===== config.mk =====
export PLATFORM = sky130hd
export DESIGN_NAME = sc_char_tx
export DESIGN_NICKNAME = d
export VERILOG_FILES = /design/src/rtl/sc_tx_pkg.sv /design/src/rtl/sc_etu_timer.sv /design/src/rtl/sc_tx_bitsel.sv /design/src/rtl/sc_tx_retry.sv /design/src/rtl/sc_char_tx.sv
export SDC_FILE = /design/constraint.sdc
export NUM_CORES = 1
export LEC_CHECK = 0
export BUFFER_PORTS_ARGS = -buffer_cell sky130_fd_sc_hd__buf_4
export CORE_MARGIN = 10
export CORE_UTILIZATION = 61
export CTS_CLUSTER_DIAMETER = 120
export DETAILED_ROUTE_END_ITERATION = 16
export PLACE_DENSITY_LB_ADDON = 0.05
export SYNTH_ARGS = -nofsm -noshare
export SYNTH_HDL_FRONTEND = slang
export SYNTH_SLANG_ARGS = --single-unit

===== constraint.sdc =====
create_clock -name clk -period 6.3 [get_ports clk]
set_clock_uncertainty 0.15 [all_clocks]
set_input_delay 0.63 -clock clk [delete_from_list [all_inputs] [get_ports clk]]
set_output_delay 0.63 -clock clk [all_outputs]
set_load 0.02 [all_outputs]

===== src/rtl/sc_tx_pkg.sv =====
package sc_tx_pkg;

   typedef enum logic [1:0] {
      END_NONE   = 2'd0,
      END_DONE   = 2'd1,
      END_RETRY  = 2'd2,
      END_GIVEUP = 2'd3
   } end_e;

   function automatic logic even_parity8(input logic [7:0] d);
      return ^d;
   endfunction

endpackage


===== src/rtl/sc_etu_timer.sv =====
module sc_etu_timer #(
   parameter int OVS    = 16,
   parameter int SLOT_W = 4
) (
   input  logic              clk,
   input  logic              rst_n,
   input  logic              start,
   input  logic              run,
   input  logic              tick,
   output logic [SLOT_W-1:0] slot,
   output logic              sub_mid,
   output logic              etu_last
);
   localparam int SUB_W = (OVS > 1) ? $clog2(OVS) : 1;
   localparam logic [SUB_W-1:0] SUB_LAST = SUB_W'(OVS - 1);
   localparam logic [SUB_W-1:0] SUB_MID  = SUB_W'(OVS / 2);

   logic [SUB_W-1:0] sub;

   assign sub_mid  = run && tick && (sub == SUB_MID);
   assign etu_last = run && tick && (sub == SUB_LAST);

   always_ff @(posedge clk or negedge rst_n) begin
      if (!rst_n) begin
         sub  <= '0;
         slot <= '0;
      end else if (start) begin
         sub  <= '0;
         slot <= '0;
      end else if (run && tick) begin
         if (sub == SUB_LAST) begin
            sub  <= '0;
            slot <= slot + 1'b1;
         end else begin
            sub <= sub + 1'b1;
         end
      end
   end
endmodule


===== src/rtl/sc_tx_bitsel.sv =====
module sc_tx_bitsel #(
   parameter int DATA_W = 8,
   parameter int SLOT_W = 4
) (
   input  logic [DATA_W-1:0] data,
   input  logic              msb_first,
   input  logic [SLOT_W-1:0] slot,
   output logic              bit_o
);
   localparam int IDX_W = $clog2(DATA_W);
   localparam logic [SLOT_W-1:0] SLOT_LAST_DATA = SLOT_W'(DATA_W);
   localparam logic [SLOT_W-1:0] SLOT_PAR       = SLOT_W'(DATA_W + 1);

   logic [DATA_W-1:0] rev;
   logic [DATA_W-1:0] ordered;
   logic              par;

   for (genvar i = 0; i < DATA_W; i++) begin : g_rev
      assign rev[i] = data[DATA_W-1-i];
   end

   assign ordered = msb_first ? rev : data;
   assign par     = ^data;

   always_comb begin
      bit_o = 1'b1;
      if (slot == '0)
         bit_o = 1'b0;
      else if (slot <= SLOT_LAST_DATA)
         bit_o = ordered[IDX_W'(slot - 1'b1)];
      else if (slot == SLOT_PAR)
         bit_o = par;
   end
endmodule


===== src/rtl/sc_tx_retry.sv =====
module sc_tx_retry
   import sc_tx_pkg::*;
#(
   parameter int RETRY_W = 3
) (
   input  logic               clk,
   input  logic               rst_n,
   input  logic               clear,
   input  logic               nack_in,
   input  logic               frame_end,
   input  logic [RETRY_W-1:0] limit,
   output end_e               dec
);
   logic               nack_q;
   logic [RETRY_W-1:0] resends;

   always_comb begin
      dec = END_NONE;
      if (frame_end) begin
         if (nack_q)
            dec = (resends == limit) ? END_GIVEUP : END_RETRY;
         else
            dec = END_DONE;
      end
   end

   always_ff @(posedge clk or negedge rst_n) begin
      if (!rst_n) begin
         nack_q  <= 1'b0;
         resends <= '0;
      end else if (clear) begin
         nack_q  <= 1'b0;
         resends <= '0;
      end else if (dec == END_RETRY) begin
         nack_q  <= 1'b0;
         resends <= resends + 1'b1;
      end else if (nack_in) begin
         nack_q <= 1'b1;
      end
   end
endmodule


===== src/rtl/sc_char_tx.sv =====
module sc_char_tx
   import sc_tx_pkg::*;
#(
   parameter int DATA_W      = 8,
   parameter int OVS         = 16,
   parameter int RETRY_W     = 3,
   parameter int SYNC_STAGES = 2
) (
   input  logic               clk,
   input  logic               rst_n,
   input  logic               os_tick,
   input  logic               proto_t1,
   input  logic               long_guard,
   input  logic               msb_first,
   input  logic [RETRY_W-1:0] retry_max,
   input  logic [DATA_W-1:0]  data_in,
   input  logic               data_valid,
   output logic               data_ready,
   input  logic               line_in,
   output logic               line_drive_low,
   output logic               done,
   output logic               retry_exhausted
);
   localparam int SLOT_W = $clog2(DATA_W + 4);
   localparam logic [SLOT_W-1:0] SLOT_NACK  = SLOT_W'(DATA_W + 2);
   localparam logic [SLOT_W-1:0] SLOT_END11 = SLOT_W'(DATA_W + 2);
   localparam logic [SLOT_W-1:0] SLOT_END12 = SLOT_W'(DATA_W + 3);

   if (DATA_W != 8) begin : g_bad_width
      $error("sc_char_tx: DATA_W must be 8 for character framing");
   end
   if (OVS < 4) begin : g_bad_ovs
      $error("sc_char_tx: OVS must be at least 4");
   end
   if (RETRY_W < 1) begin : g_bad_retry
      $error("sc_char_tx: RETRY_W must be at least 1");
   end
   if (SYNC_STAGES < 0 || SYNC_STAGES > OVS / 2) begin : g_bad_sync
      $error("sc_char_tx: SYNC_STAGES must lie in 0..OVS/2");
   end

   logic               busy;
   logic [DATA_W-1:0]  data_q;
   logic               t1_q, g12_q, msb_q;
   logic [RETRY_W-1:0] rmax_q;
   logic [SLOT_W-1:0]  slot;
   logic               sub_mid, etu_last;
   logic               tx_bit;
   logic               line_s;
   logic               accept, restart, frame_end, nack_hit;
   logic               done_q, exh_q;
   end_e               dec;

   // Line input synchronizer: depth chosen by parameter
   if (SYNC_STAGES == 0) begin : g_nosync
      assign line_s = line_in;
   end else begin : g_sync
      logic [SYNC_STAGES-1:0] sh;
      always_ff @(posedge clk or negedge rst_n) begin
         if (!rst_n) sh <= '1;
         else begin
            sh[0] <= line_in;
            for (int i = 1; i < SYNC_STAGES; i++) sh[i] <= sh[i-1];
         end
      end
      assign line_s = sh[SYNC_STAGES-1];
   end

   assign accept    = data_valid && !busy;
   assign restart   = accept || (dec == END_RETRY);
   assign frame_end = busy && etu_last && (slot == (g12_q ? SLOT_END12 : SLOT_END11));
   assign nack_hit  = busy && !t1_q && sub_mid && (slot == SLOT_NACK) && !line_s;

   sc_etu_timer #(.OVS(OVS), .SLOT_W(SLOT_W)) u_timer (
      .clk     (clk),
      .rst_n   (rst_n),
      .start   (restart),
      .run     (busy),
      .tick    (os_tick),
      .slot    (slot),
      .sub_mid (sub_mid),
      .etu_last(etu_last)
   );

   sc_tx_bitsel #(.DATA_W(DATA_W), .SLOT_W(SLOT_W)) u_bitsel (
      .data     (data_q),
      .msb_first(msb_q),
      .slot     (slot),
      .bit_o    (tx_bit)
   );

   sc_tx_retry #(.RETRY_W(RETRY_W)) u_retry (
      .clk      (clk),
      .rst_n    (rst_n),
      .clear    (accept),
      .nack_in  (nack_hit),
      .frame_end(frame_end),
      .limit    (rmax_q),
      .dec      (dec)
   );

   always_ff @(posedge clk or negedge rst_n) begin
      if (!rst_n) begin
         busy   <= 1'b0;
         data_q <= '0;
         t1_q   <= 1'b0;
         g12_q  <= 1'b0;
         msb_q  <= 1'b0;
         rmax_q <= '0;
         done_q <= 1'b0;
         exh_q  <= 1'b0;
      end else begin
         done_q <= (dec == END_DONE);
         exh_q  <= (dec == END_GIVEUP);
         if (accept) begin
            busy   <= 1'b1;
            data_q <= data_in;
            t1_q   <= proto_t1;
            g12_q  <= long_guard;
            msb_q  <= msb_first;
            rmax_q <= retry_max;
         end else if (dec == END_DONE || dec == END_GIVEUP) begin
            busy <= 1'b0;
         end
      end
   end

   assign data_ready      = !busy;
   assign line_drive_low  = busy && !tx_bit;
   assign done            = done_q;
   assign retry_exhausted = exh_q;
endmodule


Yosys cells after proc, flatten, opt, wreduce, memory -nomap -nowiden
Cells that the tools add are included.
{"block": "word_totals", "ff_bits": 31, "input_bits": 19, "output_inout_bits": 4, "elab_cells": 76}
{"block": "classes", "addsub": 4, "n_lt_le_gt_ge": 2, "n_eq_ne": 9, "mux": 23, "n_reduce_logical": 25}
{"cell": "4-bit two-way mux", "count": 6}
{"cell": "4-bit == test, second input constant", "count": 4}
{"cell": "1-bit logical AND", "count": 11}
{"cell": "1-bit two-way mux", "count": 11}
{"cell": "4-bit by 1-bit adder with 4-bit output, second input constant", "count": 2}
{"cell": "8-bit two-way mux", "count": 1}
{"cell": "2-bit nonzero test", "count": 4}
{"cell": "8-bit parity", "count": 1}
{"cell": "3-bit two-way mux", "count": 2}
{"cell": "2-bit == test, second input constant", "count": 2}
{"cell": "4-bit == test", "count": 1}
{"cell": "4-bit <= comparator, second input constant", "count": 1}
{"cell": "1-bit logical NOT", "count": 4}
{"cell": "4-bit logical NOT", "count": 1}
{"cell": "3-bit by 4-bit less-than comparator with 1-bit output, second input constant", "count": 1}
{"cell": "2-bit two-way mux", "count": 2}
{"cell": "3-bit by 1-bit adder with 3-bit output, second input constant", "count": 1}
{"cell": "1-bit binary-select mux with 3-bit select", "count": 1}
{"cell": "3-bit == test", "count": 1}
{"cell": "3-bit nonzero test", "count": 1}
{"cell": "3-bit by 1-bit subtractor with 3-bit output, second input constant", "count": 1}
{"cell": "2-bit by 1-bit == test with 1-bit output, second input constant", "count": 1}
{"cell": "1-bit logical OR", "count": 2}
{"cell": "2-bit AND reduction", "count": 1}

Depth between registers and ports, before layout
Gate-level depths: netlist (run 1).
{"block": "logic_depth", "depth_word": 9, "mapped_depth": 7, "mapped_depth_nobuf": 6}

Cells and area by module
From an unflattened synthesis (run 1), not the netlist that was laid out.
{"block": "hier_totals", "cells_unflattened": 160, "area_unflattened_um2": 1836.8}
{"module": "sc_char_tx", "n_inst": 1, "cells_each": 48, "area_per_inst_um2": 780.7, "seq_area_each_um2": 478.0}
{"module": "sc_etu_timer", "n_inst": 1, "cells_each": 46, "area_per_inst_um2": 440.4, "seq_area_each_um2": 200.2}
{"module": "sc_tx_retry", "n_inst": 1, "cells_each": 37, "area_per_inst_um2": 334.1, "seq_area_each_um2": 100.1}
{"module": "sc_tx_bitsel", "n_inst": 1, "cells_each": 29, "area_per_inst_um2": 281.5, "seq_area_each_um2": 0.0}

Worst setup path before layout (run 1)
Ideal clock, no wire load.
{"block": "synth_timing", "path_kind": "register -> output", "from": "register u_timer.slot[0]", "to": "output port line_drive_low", "arrival_time_ns": 2.180, "t_required_ns": 5.520, "slack_ns": 3.340, "stages_incl_launch_ff": 8, "n_path_buf": 1, "cell_sequence": "dfrtp_1 clkbuf_1 inv_1 ha_1 mux4_2 mux2i_1 a21oi_1 o22ai_1"}
{"block": "synth_between", "elab_chain_len": 7, "elab_cells_between_ends": 11, "cone_classes": "1 x add/sub; 1 x order compare; 1 x eq/ne; 5 x mux; 3 x reduce/logical"}
{"item": "from (decl)", "line": "sc_etu_timer.sv:10", "text": "output logic [SLOT_W-1:0] slot,"}
{"item": "from (signal assigned)", "line": "sc_etu_timer.sv:33", "text": "slot <= slot + 1'b1;"}
{"item": "3-bit by 1-bit subtractor with 3-bit output", "line": "sc_tx_bitsel.sv:30", "text": "bit_o = ordered[IDX_W'(slot - 1'b1)];"}
{"item": "1-bit binary-select mux with 3-bit select", "line": "sc_tx_bitsel.sv:30"}
{"item": "1-bit two-way mux (implied by the code)", "line": "sc_tx_bitsel.sv:30"}
{"item": "1-bit two-way mux", "line": "sc_tx_bitsel.sv:29", "text": "else if (slot <= SLOT_LAST_DATA)"}
{"item": "1-bit two-way mux *", "line": "sc_tx_bitsel.sv:27", "text": "if (slot == '0)"}
{"item": "1-bit logical NOT *", "line": "sc_char_tx.sv:129", "text": "assign line_drive_low = busy && !tx_bit;"}
{"item": "1-bit logical AND *", "line": "sc_char_tx.sv:129"}
{"item": "to (decl)", "line": "sc_char_tx.sv:20", "text": "output logic line_drive_low,"}
Mark *: on every way between the ends. The rest lies on a longest branch, timed or not. The select of a mux whose other input is x is not followed.

Final worst setup path (run 1)
Ends and elaborated chain as after synthesis.

==> impl_metrics.py, run 1 <==
metrics = {
    "outcome": {
        "status": "completed",
    },
    "placed_design": {
        "place.detailed.hpwl_um": 2540,
        "dp_cells": 231,
        "place.port_buffers": 22,
        "gp_congestion": 0.910,
    },
    "clock_tree": {
        "cts.sink_count": 31,
        "ctsHoldBuffers": 0,
        "clock_tree_from_tritoncts": "built",
        "clk_path_buf_depth": 2,
        "cts_max_level": 2,
        "clkLatencyLatePin_ns": 0.34,
        "cts.repair.resized": 0,
        "cts.repair_timing.setup_buffer_count": 0,
        "clk_root_buffer_cell": "clkbuf_4",
        "cts.reportedPaths.clkPinSlew_ns": 0.11,
        "cts_inserted_buffers": 5,
    },
    "logic_synthesis": {
        "synth_top_cell_by_area": "dfrtp_1",
        "ys_dominant_reg_cell": "dfrtp_1",
        "post_syn_area_um2": 1740,
        "post_synth_most_frequent_cells": "nand2_1, dfrtp_1, a21oi_1, inv_1",
        "ys.warnings.count": 0,
        "postSynthNetCount": 212,
        "post_synth.cell_area_avg_um2": 9.38,
        "synthCells": 185,
        "synth_edf_count": 0,
        "synth.top_cell.area_share": 0.418,
        "yosysUniqueCellTypes": 38,
        "synth.yosys.seq_area_share": 0.448,
        "netlist_top_cells_area": "dfrtp_1, nand2_1, ha_1, xnor2_1, mux4_2",
        "yosys_register_bits": 31,
        "yosysMostFrequentCell": "nand2_1",
        "async_reset_ff_frac": 1.00,
    },
    "final_layout": {
        "layout.nets": 234,
        "insertedDiodeCount": 0,
        "layout-drive-gt1-share": 0.207,
        "synthToLayoutAreaGrowth_pct": 15.1,
        "stdcell_count": 239,
    },
    "power_and_ir_drop": {
        "switchingPower_uw": 206,
        "cellInternalPower_uw": 445,
        "netSwitchingFraction": 0.317,
        "share_clk_of_total_power": 0.300,
        "ir_worst_vdd_uv": 309,
        "seq_pwr_share": 0.403,
        "post-layout-total-power_uw": 652,
        "comb_power_share": 0.297,
        "power.density_nw_per_um2": 326,
        "power.static_leakage_uw": 0.000980,
    },
    "sta": {
        "timing_worst_slew_pin_value_ns": 0.770,
        "period_share": 0.530,
        "finalMaxSlewViolations": 0,
        "setup_violations": 0,
        "setup-tns-final_ns": 0,
        "grt_setup_unrepaired": "no",
        "max_freq_ghz": 0.300,
        "slew_headroom": 0.482,
        "period_minus_slack_ns": 3.34,
        "report.final.hold_viol_count": 0,
    },
    "worst_setup_path": {
        "worst-path-stages": 7,
        "critPathLaunch": "u_timer.slot[0]",
        "critical-path-max-stage-delay_ns": 0.55,
        "r2r_start": "u_timer.sub[0]",
        "critPathRequiredTime_ns": 5.52,
        "critical_path.slowest_cell": "dfrtp_1",
        "r2r.worst_path.cells": 5,
        "cp_max_fo": 9,
        "crit_path_start_kind": "flip-flop",
        "crit_chain": "inv_1, ha_1, mux4_2, mux2i_1, a21oi_1, o22ai_1, buf_4",
        "timing.critical_path.max_delay_family": "multiplexers",
        "cp_buf_inv_count": 2,
        "arrival_time_of_data_at_the_critical_path_endpoint_ns": 2.56,
        "critPathCaptureType": "output port",
        "worst-setup-path-type": "flip-flop to output port",
    },
    "floorplanning": {
        "die_height_um": 73.3,
        "core-area_um2": 2730,
        "initial_utilization": 0.635,
        "floorplan.die.width_um": 73.3,
        "ioPinCount": 23,
        "row_count": 19,
        "design.die.area_um2": 5380,
    },
    "hold_path": {
        "min-delay-path-class": "input port to asynchronous set/reset pin",
    },
    "route": {
        "route.detailed.wl_per_inst_um": 15.2,
        "drt.antenna.violating_nets": 0,
        "wl_um": 3630,
        "number_of_iterations_in_the_first_detailed_routing_pass": 4,
        "avgViaCountPerCell": 5.68,
        "initialDrtViolationCount": 97,
        "detailroute.via_count": 1358,
        "route.detailed.drc": 0,
    },
    "job": {
        "max_cap_violations": 0,
    },
    "grt": {
        "antenna_violations_before_repair": 0,
        "via_count_of_the_first_global_routing_pass": 1386,
        "grt_usage": 0.145,
        "grt_pass1_wl_um": 6200,
        "overflow": 0,
        "grt_start_max_net_pins": 32,
    },
}
[cell type report]
class | instances | area (µm²)
Clock buffer | 6 | 41.3
Clock inverter | 2 | 60.1
Fill cell | 211 | 736
Inverter | 9 | 33.8
Multi-Input combinational cell | 138 | 881
Sequential cell | 31 | 778
Tap cell | 31 | 38.8
Timing Repair Buffer | 22 | 165
[sequential cells by signal (all words and copies together), names as in the netlist, 2 cells and up]
signal           cells
g_sync.sh            2
rmax_q               3
data_q               8
u_timer.sub          4
u_retry.resends      3
u_timer.slot         4
[final timing paths]
| check | endpoint | slack, ns |
|---|---|---|
| max reg2reg | u_timer.slot[1] | 4.08 |
| min reg2reg | g_sync.sh[1] | 0.23 |
| max in group asynchronous | g_sync.sh[1] | 5.62 |
| min in group clk | g_sync.sh[1] | 0.23 |
| min | retry_exhausted | 0.05 |
| max | line_drive_low | 2.96 |
[cells by family (layout without fill, tap and decap cells)]
logic type      after synthesis  after routing  synth area share
buf+inv                      16             39            0.0440
fa+ha+maj                     8              8            0.0577
xor+xnor                     14             14            0.0707
mux                           7              7            0.0634
compound gates               23             23            0.0786
simple gates                 86             86             0.237
flops                        31             31             0.448
[power groups by stage]
stage | clock, µW | sequential (µW) | combinational (µW)
floorplan | 0 | 250 | 156
global placement | 0 | 262 | 187
detailed placement | 0 | 265 | 194
CTS | 198 | 262 | 197
global route | 205 | 267 | 217
finish | 195 | 263 | 194
[cells in the final DEF (no fill, tap or decap), types with 2 or more instances in the layout]
cell type  instances
nand2b_1           3
dfstp_2            2
o22ai_1            2
and2_1             2
mux2i_1            2
clkbuf_4           5
nand3_1            2
nor3_1             3
inv_1              9
buf_4             22
dfrtp_1           29
xor2_1             6
ha_1               8
a21oi_1           12
nand2_1           52
mux2_2             2
o31ai_1            3
or4_1              4
nor2_1             7
mux4_2             3
xnor2_1            8
bufinv_16          2
o21ai_0            4
[routing by layer]
layer	routed length (µm)	share of wire	vias to the layer above	global-route usage
li1	-	-	664	-
met1	1540	0.42	659	0.156
met2	1880	0.52	29	0.254
met3	145	0.040	6	0.0390
met4	64	0.018	0	0.0745
met5	0	0	-	0
[metrics by stage]
| step | hold slack [ns] | worst slack, ns | util | instance area [µm²] |
|---|---|---|---|---|
| after floorplan | 0.184 | 3.34 | - | 1740 |
| after global placement | 0.197 | 3.44 | 0.694 | 1900 |
| after detailed placement | 0.200 | 3.33 | 0.694 | 1900 |
| after CTS | 0.0588 | 2.94 | 0.731 | 2000 |
| after global routing | 0.0642 | 2.81 | 0.731 | 2000 |
| final | 0.0479 | 2.96 | 0.731 | 2000 |
No activity file was read; power rests on OpenSTA's default activity.
==> run 2: changes to the inputs <==
- ABC_AREA: unset -> 1
- CORE_UTILIZATION: 61 -> 58
- clock period: 6.3 -> 3.29 ns (I/O delays scaled with it)
==> run 2 against run 1 <==
Against the previous run: power grew 51%; register-to-register slack lost 2.6 ns; first-iteration DRC count grew 13%; sequential power grew 77%; via count grew 24%; count of clock-buffer cells in the layout is the same; wire length grew 11%; critical path type unchanged; largest cell class unchanged; largest power group unchanged.
==> impl_metrics.py, run 2 <==
metrics = {
    "worst_setup_path": {
        "critPathRequiredTime_ns": 2.81,
        "critical-path-max-stage-delay_ns": 0.59,
        "r2r_start": "busy",
        "arrival_time_of_data_at_the_critical_path_endpoint_ns": 2.02,
        "cp_max_fo": 11,
        "crit_path_start_kind": "flip-flop",
        "critical_path.slowest_cell": "dfrtp_1",
        "reg2reg_to": "u_timer.slot[0]",
        "critPathCaptureType": "output port",
        "crit_chain": "inv_4, ha_1, inv_1, nand3_1, nand3_1, nand3_1, a21oi_1, buf_4",
        "reg2reg_setup_slack_ns": 1.48,
        "timing.critical_path.max_delay_family": "flip-flops",
        "worst_path_most_repeated_cell": "nand3_1",
        "cp_buf_inv_count": 3,
        "r2r.worst_path.cells": 9,
        "worst-setup-path-type": "flip-flop to output port",
    },
    "placed_design": {
        "dp_cells": 319,
        "placement.setup.worst_slack_ns": 1.15,
        "place.port_buffers": 22,
        "gp_congestion": 0.825,
        "place.detailed.hpwl_um": 3060,
    },
    "route": {
        "initialDrtViolationCount": 110,
        "avgViaCountPerCell": 5.16,
        "route.detailed.drc": 0,
        "detailroute.via_count": 1686,
        "number_of_iterations_in_the_first_detailed_routing_pass": 4,
        "drt.antenna.violating_nets": 0,
        "route.detailed.wl_per_inst_um": 12.4,
        "wl_um": 4040,
    },
    "logic_synthesis": {
        "ys.warnings.count": 0,
        "synth_edf_count": 0,
        "netlist_top_cells_area": "dfrtp_1, nand2_1, nand3_1, ha_1, inv_1",
        "post_synth_most_frequent_cells": "nand2_1, dfrtp_1, nand3_1, inv_1, nor2_1",
        "synthCells": 259,
        "ys_dominant_reg_cell": "dfrtp_1",
        "synth.top_cell.area_share": 0.375,
        "yosysMostFrequentCell": "nand2_1",
        "post_synth.cell_area_avg_um2": 7.47,
        "synth.yosys.seq_area_share": 0.402,
        "synth_top_cell_by_area": "dfrtp_1",
        "post_syn_area_um2": 1940,
        "yosys_register_bits": 31,
        "yosysUniqueCellTypes": 31,
        "postSynthNetCount": 286,
        "async_reset_ff_frac": 1.00,
    },
    "floorplanning": {
        "floorplan.die.width_um": 77.8,
        "ioPinCount": 23,
        "design.die.area_um2": 6050,
        "row_count": 20,
        "initial_utilization": 0.619,
        "die_height_um": 77.8,
        "core-area_um2": 3130,
    },
    "sta": {
        "fin_ws_ns": 0.789,
        "timing_worst_slew_pin_value_ns": 0.409,
        "slew_headroom": 0.727,
        "max_freq_ghz": 0.400,
        "grt_setup_unrepaired": "no",
        "setup-tns-final_ns": 0,
        "period_share": 0.760,
        "period_minus_slack_ns": 2.50,
        "setup_violations": 0,
        "finalMaxSlewViolations": 0,
        "worst_hold_slack_ns": 0.0439,
        "report.final.hold_viol_count": 0,
    },
    "hold_path": {
        "min_delay_path_depth": 3,
        "min-delay-start": "retry_max[1]",
        "min-delay-path-class": "input port to flip-flop",
        "whs_endpoint": "rmax_q[1]",
    },
    "final_layout": {
        "regMostFlops": "data_q",
        "regArea_um2": 778,
        "layout.filler_cells": 266,
        "layout.nets": 311,
        "layout_commonest_cell": "nand2_1",
        "insertedDiodeCount": 0,
        "layout_common_cells": "nand2_1, dfrtp_1, nand3_1, buf_4, inv_1",
        "area_of_the_multi_input_gates_um2": 1020,
        "synthToLayoutAreaGrowth_pct": 13.0,
        "top_regs": "data_q: 8 flops, u_timer.slot: 4 flops, u_timer.sub: 4 flops",
        "layout-drive-gt1-share": 0.170,
        "stdcell_count": 327,
        "largest_register_ff_count": 8,
    },
    "clock_tree": {
        "clkLatencyLatePin_ns": 0.33,
        "cts.reportedPaths.clkPinSlew_ns": 0.08,
        "ctsHoldBuffers": 2,
        "clk_root_buffer_cell": "clkbuf_4",
        "cts.repair_timing.setup_buffer_count": 0,
        "cts_max_level": 2,
        "cts.sink_count": 31,
        "cts.repair.resized": 0,
        "cts_inserted_buffers": 5,
        "clock_tree_from_tritoncts": "built",
        "clk_path_buf_depth": 2,
    },
    "outcome": {
        "status": "completed",
    },
    "power_and_ir_drop": {
        "ir_worst_vdd_uv": 339,
        "power.static_leakage_uw": 0.00109,
        "power.density_nw_per_um2": 451,
    },
    "grt": {
        "grt_usage": 0.144,
        "grt_start_max_net_pins": 32,
        "antenna_violations_before_repair": 0,
        "via_count_of_the_first_global_routing_pass": 1656,
        "grt_pass1_wl_um": 7310,
        "overflow": 0,
    },
    "job": {
        "max_cap_violations": 0,
    },
}
## run 2: cell type report
type / count / share of cell area
Multi-Input combinational cell: 195 / 0.466
Sequential cell: 31 / 0.356
Timing Repair Buffer: 25 / 0.0881
Inverter: 26 / 0.0458
Tap cell: 44 / 0.0252
Clock buffer: 6 / 0.0189
## run 2: kinds of logic after synthesis
group | synth area share
buf+inv | 0.0711
flops | 0.402
compound gates | 0.0692
simple gates | 0.361
fa+ha+maj | 0.0517
xor+xnor | 0.0453
## run 2: routing by layer
| metal | track usage | vias up | part of all wire |
|---|---|---|---|
| met1 | 0.185 | 776 | 0.47 |
| met5 | 0 | - | 0 |
| li1 | - | 866 | - |
| met2 | 0.231 | 37 | 0.47 |
| met3 | 0.0369 | 7 | 0.044 |
| met4 | 0.0438 | 0 | 0.014 |
## run 2: worst max-delay path by stage
stage          slack (ns)  cells past startpoint            start        endpoint
2_1_floorplan        1.27                      8  u_timer.slot[0]  line_drive_low
3_3_place_gp         1.20                      8  u_timer.slot[0]  line_drive_low
3_5_place_dp         1.15                      8  u_timer.slot[0]  line_drive_low
4_1_cts              0.77                      8  u_timer.slot[0]  line_drive_low
5_1_grt              0.57                      8  u_timer.slot[0]  line_drive_low
6_report             0.79                      8  u_timer.slot[0]  line_drive_low
## run 2: worst reg2reg max path, cell delays in order, from the launching register on
cell and delay (ns):
dfrtp_1 0.37, nand2_1 0.26, nor2_1 0.25, nand2_2 0.10, nor2_4 0.10, nand3_4 0.14, nand2_4 0.15, nor2_1 0.05
nand2_1 0.08, nand2_1 0.05
## run 2: power breakdown
group          total, µW  switching (µW)  internal [µW]
registers            465            51.9            413
logic                328             178            150
clock network        192             117           75.8
## run 2: per-stage QoR
step,area (µm²),util,power (µW)
2_1_floorplan,1940,-,725
3_3_place_gp,2130,0.680,795
3_5_place_dp,2130,0.680,799
4_1_cts,2190,0.699,998
5_1_grt,2190,0.699,1070
6_report,2190,0.699,985
